[config.mk]
export PLATFORM = sky130hd
export DESIGN_NAME = oled_init_seq
export DESIGN_NICKNAME = d
export VERILOG_FILES = /design/src/rtl/oled_init_seq.sv
export SDC_FILE = /design/constraint.sdc
export NUM_CORES = 1
export LEC_CHECK = 0
export BUFFER_PORTS_ARGS = -buffer_cell sky130_fd_sc_hd__buf_2
export CORE_MARGIN = 8
export CORE_UTILIZATION = 61
export CTS_BUF_LIST = sky130_fd_sc_hd__clkbuf_8
export DETAILED_ROUTE_END_ITERATION = 6
export PLACE_DENSITY = 0.94
export REMOVE_ABC_BUFFERS = 1
export SLEW_MARGIN = 20
export SYNTH_ARGS = -nofsm -noshare
export SYNTH_HDL_FRONTEND = slang
export SYNTH_SLANG_ARGS = --single-unit
[constraint.sdc]
create_clock -name clk -period 6.6 [get_ports clk]
set_input_delay 0.66 -clock clk [delete_from_list [all_inputs] [get_ports clk]]
set_output_delay 0.66 -clock clk [all_outputs]
set_load 0.05 [all_outputs]
[src/rtl/oled_init_seq.sv]
module oled_init_seq #(
  parameter int RST_CYCLES = 400,
  parameter int LUT_N      = 4
) (
  input  logic               clk,
  input  logic               rst,
  input  logic               start,
  input  logic [7:0]         cfg_contrast,
  input  logic               cfg_seg_remap,
  input  logic               cfg_com_flip,
  input  logic [7:0]         cfg_height,
  input  logic [7:0]         cfg_disp_offset,
  input  logic [4:0]         cfg_clk_div,
  input  logic [3:0]         cfg_osc_freq,
  input  logic [3:0]         cfg_pre_p1,
  input  logic [3:0]         cfg_pre_p2,
  input  logic               cfg_com_seq,
  input  logic               cfg_com_lr,
  input  logic [7:0]         cfg_vcomh,
  input  logic               cfg_pump_req,
  input  logic               cfg_area_color,
  input  logic               cfg_low_power,
  input  logic               cfg_lut_en,
  input  logic [8*LUT_N-1:0] cfg_lut,
  input  logic               cfg_page_mode,
  output logic               panel_rst,
  output logic               tx_valid,
  output logic               tx_cmd,
  output logic [7:0]         tx_data,
  input  logic               tx_ready,
  output logic               done
);

  localparam int CW        = (RST_CYCLES > 1) ? $clog2(RST_CYCLES) : 1;
  localparam int LUT_BASE  = 21;
  localparam int MODE_SLOT = LUT_BASE + LUT_N;
  localparam int NSLOT     = MODE_SLOT + 2;
  localparam int SW        = $clog2(NSLOT);
  localparam int LIW       = (LUT_N > 1) ? $clog2(LUT_N) : 1;

  typedef enum logic [1:0] {S_IDLE, S_RST_ON, S_RST_WAIT, S_SEND} state_t;

  state_t        state;
  logic [CW-1:0] cnt;
  logic [SW-1:0] slot;
  logic [7:0]    slot_byte;
  logic          slot_skip;
  logic [LIW-1:0] lut_idx;
  logic          take;

  logic [7:0] b_contrast, b_remap, b_scan, b_mux, b_offs, b_clk;
  logic [7:0] b_area, b_pre, b_pins, b_vcomh, b_pump, b_mode;
  logic       area_on, lut_on;
  logic [7:0] lut_r [LUT_N];

  assign take = (state == S_IDLE) && start;

  always_ff @(posedge clk) begin
    if (take) begin
      b_contrast <= cfg_contrast;
      b_remap    <= {7'b1010000, cfg_seg_remap};
      b_scan     <= {4'hC, cfg_com_flip, 3'b000};
      b_mux      <= cfg_height - 8'd1;
      b_offs     <= cfg_disp_offset;
      b_clk      <= {cfg_osc_freq, 4'(cfg_clk_div - 5'd1)};
      area_on    <= cfg_area_color | cfg_low_power;
      b_area     <= (cfg_area_color ? 8'h1E : 8'h00) | (cfg_low_power ? 8'h05 : 8'h00);
      b_pre      <= {cfg_pre_p2, cfg_pre_p1};
      b_pins     <= {2'b00, cfg_com_lr, ~cfg_com_seq, 4'b0010};
      b_vcomh    <= cfg_vcomh;
      b_pump     <= {5'b00010, cfg_pump_req, 2'b00};
      lut_on     <= cfg_lut_en;
      b_mode     <= cfg_page_mode ? 8'h02 : 8'h00;
    end
  end

  for (genvar g = 0; g < LUT_N; g++) begin : g_lut
    always_ff @(posedge clk) begin
      if (take) lut_r[g] <= cfg_lut[8*g +: 8];
    end
  end

  assign lut_idx = LIW'(slot - SW'(LUT_BASE));

  always_comb begin
    slot_byte = 8'h00;
    slot_skip = 1'b0;
    if (slot >= SW'(LUT_BASE) && slot < SW'(MODE_SLOT)) begin
      slot_byte = lut_r[lut_idx];
      slot_skip = !lut_on;
    end else if (slot == SW'(MODE_SLOT)) begin
      slot_byte = 8'h20;
    end else if (slot == SW'(MODE_SLOT + 1)) begin
      slot_byte = b_mode;
    end else begin
      case (slot)
        SW'(0):  slot_byte = 8'h81;
        SW'(1):  slot_byte = b_contrast;
        SW'(2):  slot_byte = b_remap;
        SW'(3):  slot_byte = b_scan;
        SW'(4):  slot_byte = 8'hA8;
        SW'(5):  slot_byte = b_mux;
        SW'(6):  slot_byte = 8'hD3;
        SW'(7):  slot_byte = b_offs;
        SW'(8):  slot_byte = 8'hD5;
        SW'(9):  slot_byte = b_clk;
        SW'(10): begin slot_byte = 8'hD8;  slot_skip = !area_on; end
        SW'(11): begin slot_byte = b_area; slot_skip = !area_on; end
        SW'(12): slot_byte = 8'hD9;
        SW'(13): slot_byte = b_pre;
        SW'(14): slot_byte = 8'hDA;
        SW'(15): slot_byte = b_pins;
        SW'(16): slot_byte = 8'hDB;
        SW'(17): slot_byte = b_vcomh;
        SW'(18): slot_byte = 8'h8D;
        SW'(19): slot_byte = b_pump;
        SW'(20): begin slot_byte = 8'h91; slot_skip = !lut_on; end
        default: slot_byte = 8'h00;
      endcase
    end
  end

  always_ff @(posedge clk) begin
    if (rst) begin
      state <= S_IDLE;
      cnt   <= '0;
      slot  <= '0;
      done  <= 1'b0;
    end else begin
      done <= 1'b0;
      case (state)
        S_IDLE: if (start) begin
          state <= S_RST_ON;
          cnt   <= '0;
        end
        S_RST_ON: if (cnt == CW'(RST_CYCLES - 1)) begin
          state <= S_RST_WAIT;
          cnt   <= '0;
        end else cnt <= cnt + 1'b1;
        S_RST_WAIT: if (cnt == CW'(RST_CYCLES - 1)) begin
          state <= S_SEND;
          cnt   <= '0;
          slot  <= '0;
        end else cnt <= cnt + 1'b1;
        S_SEND: if (slot_skip || tx_ready) begin
          if (slot == SW'(NSLOT - 1)) begin
            state <= S_IDLE;
            done  <= 1'b1;
          end else slot <= slot + 1'b1;
        end
        default: state <= S_IDLE;
      endcase
    end
  end

  assign panel_rst = (state == S_RST_ON);
  assign tx_valid  = (state == S_SEND) && !slot_skip;
  assign tx_cmd    = 1'b1;
  assign tx_data   = slot_byte;

endmodule

==> results.toml, run 1 <==
[status]
status = "completed"

[synthesis]
synth_cell_types = 67
netlist.area_leader.share = 0.527
syn_avg_cell_area_sq_um = 12.7
synth_cells = 404
synth_ff_type = "edfxtp_1"
synth_top_cell_by_area = "edfxtp_1"
yosys_warnings = 0
syn_area_sq_mm = 0.00512
synth_seq_cells = 107
synthArstFlopShare = 0
synth_edf_count = 90
netlist_top_cells_area = "edfxtp_1 53%, dfxtp_1 6.6%, mux4_2 4.0%"
ys_seq_area_frac = 0.594

[worst_setup_path]
crit_type = "flip-flop to output pin"
critical_path.max_stage_delay_ns = 0.85
cpMostUsedCell = "o21ai_0"
crit_path_cell_trace = "inv_1 > ha_1 > a31oi_1 > o21ai_0 > o311ai_0 > o21ai_0 > buf_2"
path_delay_family = "compound AO/OA/AOI/OAI gates"
cp.required_ns = 5.94
cp.arrival_ns = 3.59
path_buf_inv = 2
end_kind = "output pin"
start_kind = "flip-flop"
cp_slowest_cell = "dfxtp_1"
path_max_fanout = 15

[finish]
final_area_sq_mm = 0.00591
area_growth_syn_to_layout_pct = 15.3
regArea_sq_mm = 0.00304
layout-drive-gt1-share = 0.290
multiInputGateArea_sq_mm = 0.00192
n_fill_cell = 537
diodes = 0
layout_common_cells = "103 x buf_2, 90 x edfxtp_1, 23 x o21ai_0, 22 x a21oi_1"
final_common_cell = "buf_2"
fin_nets = 604

[sta]
worst_pin_slew_ns = 0.793
max_clock_freq_mhz = 235
period_needed_ns = 4.25
fin_tns_setup_ns = 0
drv_slew = 0
timing.slew.headroom = 0.470
clock_skew_ns = 0.00780
period_share = 0.645
setup_viol = 0
hold_violations = 0
rsz0062_at_grt = "no"

[cts]
clockBufferDepth = 2
htree_levels = 3
cts_setup_buffers = 0
clock-sinks = 107
cts_resized = 0
tritoncts = "built"
ctsHoldBuffers = 0
cts_root_buffer = "clkbuf_8"
clk_latency_ns = 0.38
clk_pin_slew_ns = 0.11
cts_buffers = 9

[routing]
route.detailed.drc = 0
routed-via-count = 3847
ant_nets = 0
dr.pass1.iters = 5
viasPerCell = 6.33
detail_route.wl_per_cell_um = 19.9
wirelength_mm = 12.1
drtIter0Drc = 522

[floorplanning]
die_x_um = 108
start_util = 0.627
die-area_sq_mm = 0.0116
dieHeight_um = 108
io_pins = 106
rows = 33
core_area_sq_mm = 0.00818

[grt]
antenna_found_initial = 0
grt_first_pass_wirelength_mm = 18.6
grt_max_degree = 93
grt_pass1_vias = 3760
grt_overflow_total = 0
grt_usage = 0.206

[placement]
place_hpwl_mm = 8.54
dpl_cell_area_sq_mm = 0.00569
routabilityCongestion = 0.942
port_buffers = 103

[min_path]
hold_class = "input port to flip-flop"

[run]
cap_violations = 0

[power_and_ir_drop]
p_leak_nw = 2.22
p_per_area_mw_per_mm2 = 284
max-vdd-ir-drop_v = 0.000251
-- synthesized netlist by cell type, types with 6 or more instances --
cell / instances
a21oi_1: 22
a22o_1: 6
and3_1: 8
clkbuf_1: 14
dfxtp_1: 17
edfxtp_1: 90
ha_1: 12
inv_1: 16
mux2i_1: 12
mux4_2: 9
nand2_1: 20
nand2b_1: 6
nand3_1: 17
nor2_1: 20
nor2b_1: 8
o21ai_0: 23
xor2_1: 6
-- layout make-up --
| type | instances | share of cell area |
|---|---|---|
| inverters | 17 | 0.0108 |
| multi-input cells | 256 | 0.324 |
| flip-flops and latches | 107 | 0.515 |
| clock buffers | 9 | 0.0210 |
| well taps | 105 | 0.0222 |
| repair buffers | 107 | 0.0957 |
| clock inverters | 7 | 0.0108 |
-- registers in the layout, summed over array words and instances (netlist names), 5 cells and up --
signal	flops
b_pre	8
b_offs	8
slot	5
b_clk	8
cnt	9
b_mux	8
lut_r	32
b_vcomh	8
b_contrast	8
-- worst paths after layout --
check | startpoint | to | slack, ns | depth (start not counted)
setup reg to reg | slot[0] | slot[3] | 3.46 | 6
hold / removal | cfg_contrast[1] | b_contrast[1] | 0.44 | 1
setup / recovery | slot[0] | tx_data[0] | 2.35 | 7
hold reg to reg | cnt[8] | cnt[8] | 0.50 | 1
-- metal layers --
layer,routed length (um),part of all wire,vias up,global-route usage
met5,0,0,-,0
met4,321,0.027,0,0.0813
met3,1060,0.088,35,0.0653
met2,6170,0.51,249,0.340
met1,4540,0.38,1807,0.246
li1,-,-,1756,-
-- through the flow --
step	cells	utilization	hold WS (ns)	total power, W	worst slack [ns]
after floorplan	380	-	0.443	0.00119	2.94
after global placement	591	0.696	0.470	0.00127	2.96
after detailed placement	591	0.696	0.477	0.00130	2.89
after CTS	607	0.719	0.437	0.00166	2.44
after global routing	608	0.723	0.418	0.00175	2.07
final	608	0.723	0.444	0.00167	2.35
-- where the power goes --
group          switching [W]  internal [W]  total [W]
registers          0.0000486      0.000905   0.000954
logic               0.000218      0.000123   0.000341
clock network       0.000235      0.000144   0.000380
-- logic make-up after synthesis --
| group | share of synthesized area |
|---|---|
| other | 0.000732 |
| AO/OA/AOI/OAI | 0.148 |
| AND/OR/NAND/NOR | 0.116 |
| adder cells (fa/ha/maj) | 0.0293 |
| XOR/XNOR | 0.0120 |
| multiplexers | 0.0674 |
| flip-flops | 0.594 |
| buffers and inverters | 0.0327 |
Power figures use the tool's default switching activity.
==> inputs of run 2 (changes only) <==
Settings changed: CORE_UTILIZATION 61 to 51, PLACE_DENSITY 0.94 to 0.84.
Clock period 6.6 ns to 3.58 ns, I/O delays scaled along.
==> results.toml, run 2 (same netlist as run 1, synthesis figures left out) <==
[routing]
viasPerCell = 5.80
dr.pass1.iters = 5
ant_nets = 0
routed-via-count = 3733
drtIter0Drc = 355
detail_route.wl_per_cell_um = 18.4
route.detailed.drc = 0
wirelength_mm = 11.9

[run]
cap_violations = 0

[grt]
grtUsageMet2 = 0.292
globalRouteMet3Util = 0.0424
grt_pass1_vias = 3946
grt-busiest-layer = "met2"
antenna_found_initial = 0
grt_first_pass_wirelength_mm = 18.9
grt_overflow_total = 0
met1_usage = 0.219
grt_usage = 0.182
grt_max_degree = 40

[sta]
period_needed_ns = 3.31
clock_skew_ns = 0.00555
drv_slew = 0
fin_tns_setup_ns = 0
period_share = 0.923
max_clock_freq_mhz = 302
rsz0062_at_grt = "no"
timing.slew.headroom = 0.542
worst_pin_slew_ns = 0.684
setup_viol = 0
fin_ws_ns = 0.274
hold_violations = 0

[finish]
area_growth_syn_to_layout_pct = 17.3
n_fill_cell = 792
largest_register = "lut_r"
final_area_sq_mm = 0.00601
largest_reg_flops = 32
final_common_cell = "buf_2"
reg_top3 = "lut_r (32), cnt (9)"
diodes = 0
fin_nets = 612
layout_common_cells = "103 x buf_2, 90 x edfxtp_1, 23 x o21ai_0, 22 x a21oi_1"
layout-drive-gt1-share = 0.301

[worst_setup_path]
cp.arrival_ns = 2.95
r2r-end = "slot[3]"
path_max_fanout = 7
reg2reg_slack_ns = 1.01
r2r_cells = 5
reg2reg_from = "slot[2]"
cp.required_ns = 3.22
end_kind = "output pin"
crit_type = "flip-flop to output pin"
start_kind = "flip-flop"

[floorplanning]
core_area_sq_mm = 0.00977
die-area_sq_mm = 0.0135
start_util = 0.524
dieHeight_um = 116
die_x_um = 116
io_pins = 106
rows = 36

[cts]
ctsHoldBuffers = 0
tritoncts = "built"
cts_resized = 0
htree_levels = 3
cts_setup_buffers = 0
cts_buffers = 9
clockBufferDepth = 2
clk_latency_ns = 0.37
clock-sinks = 107
cts_root_buffer = "clkbuf_8"
clk_pin_slew_ns = 0.10

[min_path]
hold_depth = 1
min_to = "b_contrast[2]"
hold_class = "input port to flip-flop"
hold_path.startpoint = "cfg_contrast[2]"

[power_and_ir_drop]
power.total_w = 0.00315
p_leak_nw = 2.27
p_per_area_mw_per_mm2 = 524
max-vdd-ir-drop_v = 0.000326

[placement]
routabilityCongestion = 0.901
port_buffers = 103
dpl_worst_slack_ns = 0.736
dpl_cell_area_sq_mm = 0.00579
place_hpwl_mm = 8.81

[status]
status = "completed"
run 2: stage by stage:
step,utilization,instances,hold slack (ns)
4_1_cts,0.615,644,0.141
6_report,0.615,644,0.157
3_3_place_gp,0.593,628,0.463
2_1_floorplan,-,380,0.427
3_5_place_dp,0.593,628,0.495
5_1_grt,0.615,644,0.133
run 2: routing by layer:
metal | vias up | routed length [um]
met2 | 157 | 5820
met1 | 1771 | 4860
met5 | - | 0
met3 | 34 | 712
li1 | 1771 | -
met4 | 0 | 474
run 2: where the power goes:
group | total [W] | internal, W | switching, W
logic | 0.000621 | 0.000216 | 0.000405
clock network | 0.000775 | 0.000380 | 0.000395
registers | 0.00175 | 0.00167 | 0.0000846
run 2: how the worst max path moves through the flow:
| stage | from | end | slack (ns) | cells past startpoint |
|---|---|---|---|---|
| after floorplan | state[0] | cnt[4] | 0.13 | 7 |
| after global placement | slot[1] | tx_data[7] | 0.82 | 7 |
| after detailed placement | slot[1] | tx_data[7] | 0.74 | 7 |
| after CTS | slot[1] | tx_data[7] | 0.31 | 7 |
| after global routing | slot[0] | tx_data[7] | 0.05 | 7 |
| final | slot[1] | tx_data[7] | 0.27 | 7 |
run 2: worst max-delay path, cell delays in order (launching register included):
cell,delay (ns)
dfxtp_1,0.47
inv_1,0.13
ha_1,0.23
or3_4,0.35
a32oi_2,0.41
o311ai_0,0.34
o21ai_0,0.34
buf_2,0.32
run 2: cell type report:
class	count	area (sq um)	share of cell area
clock inverter	4	50.0	0.00833
multi-input combinational	256	1920	0.319
clock buffer	12	165	0.0275
inverter	17	63.8	0.0106
sequential	107	3040	0.506
timing repair buffer	115	606	0.101
tap	133	166	0.0277
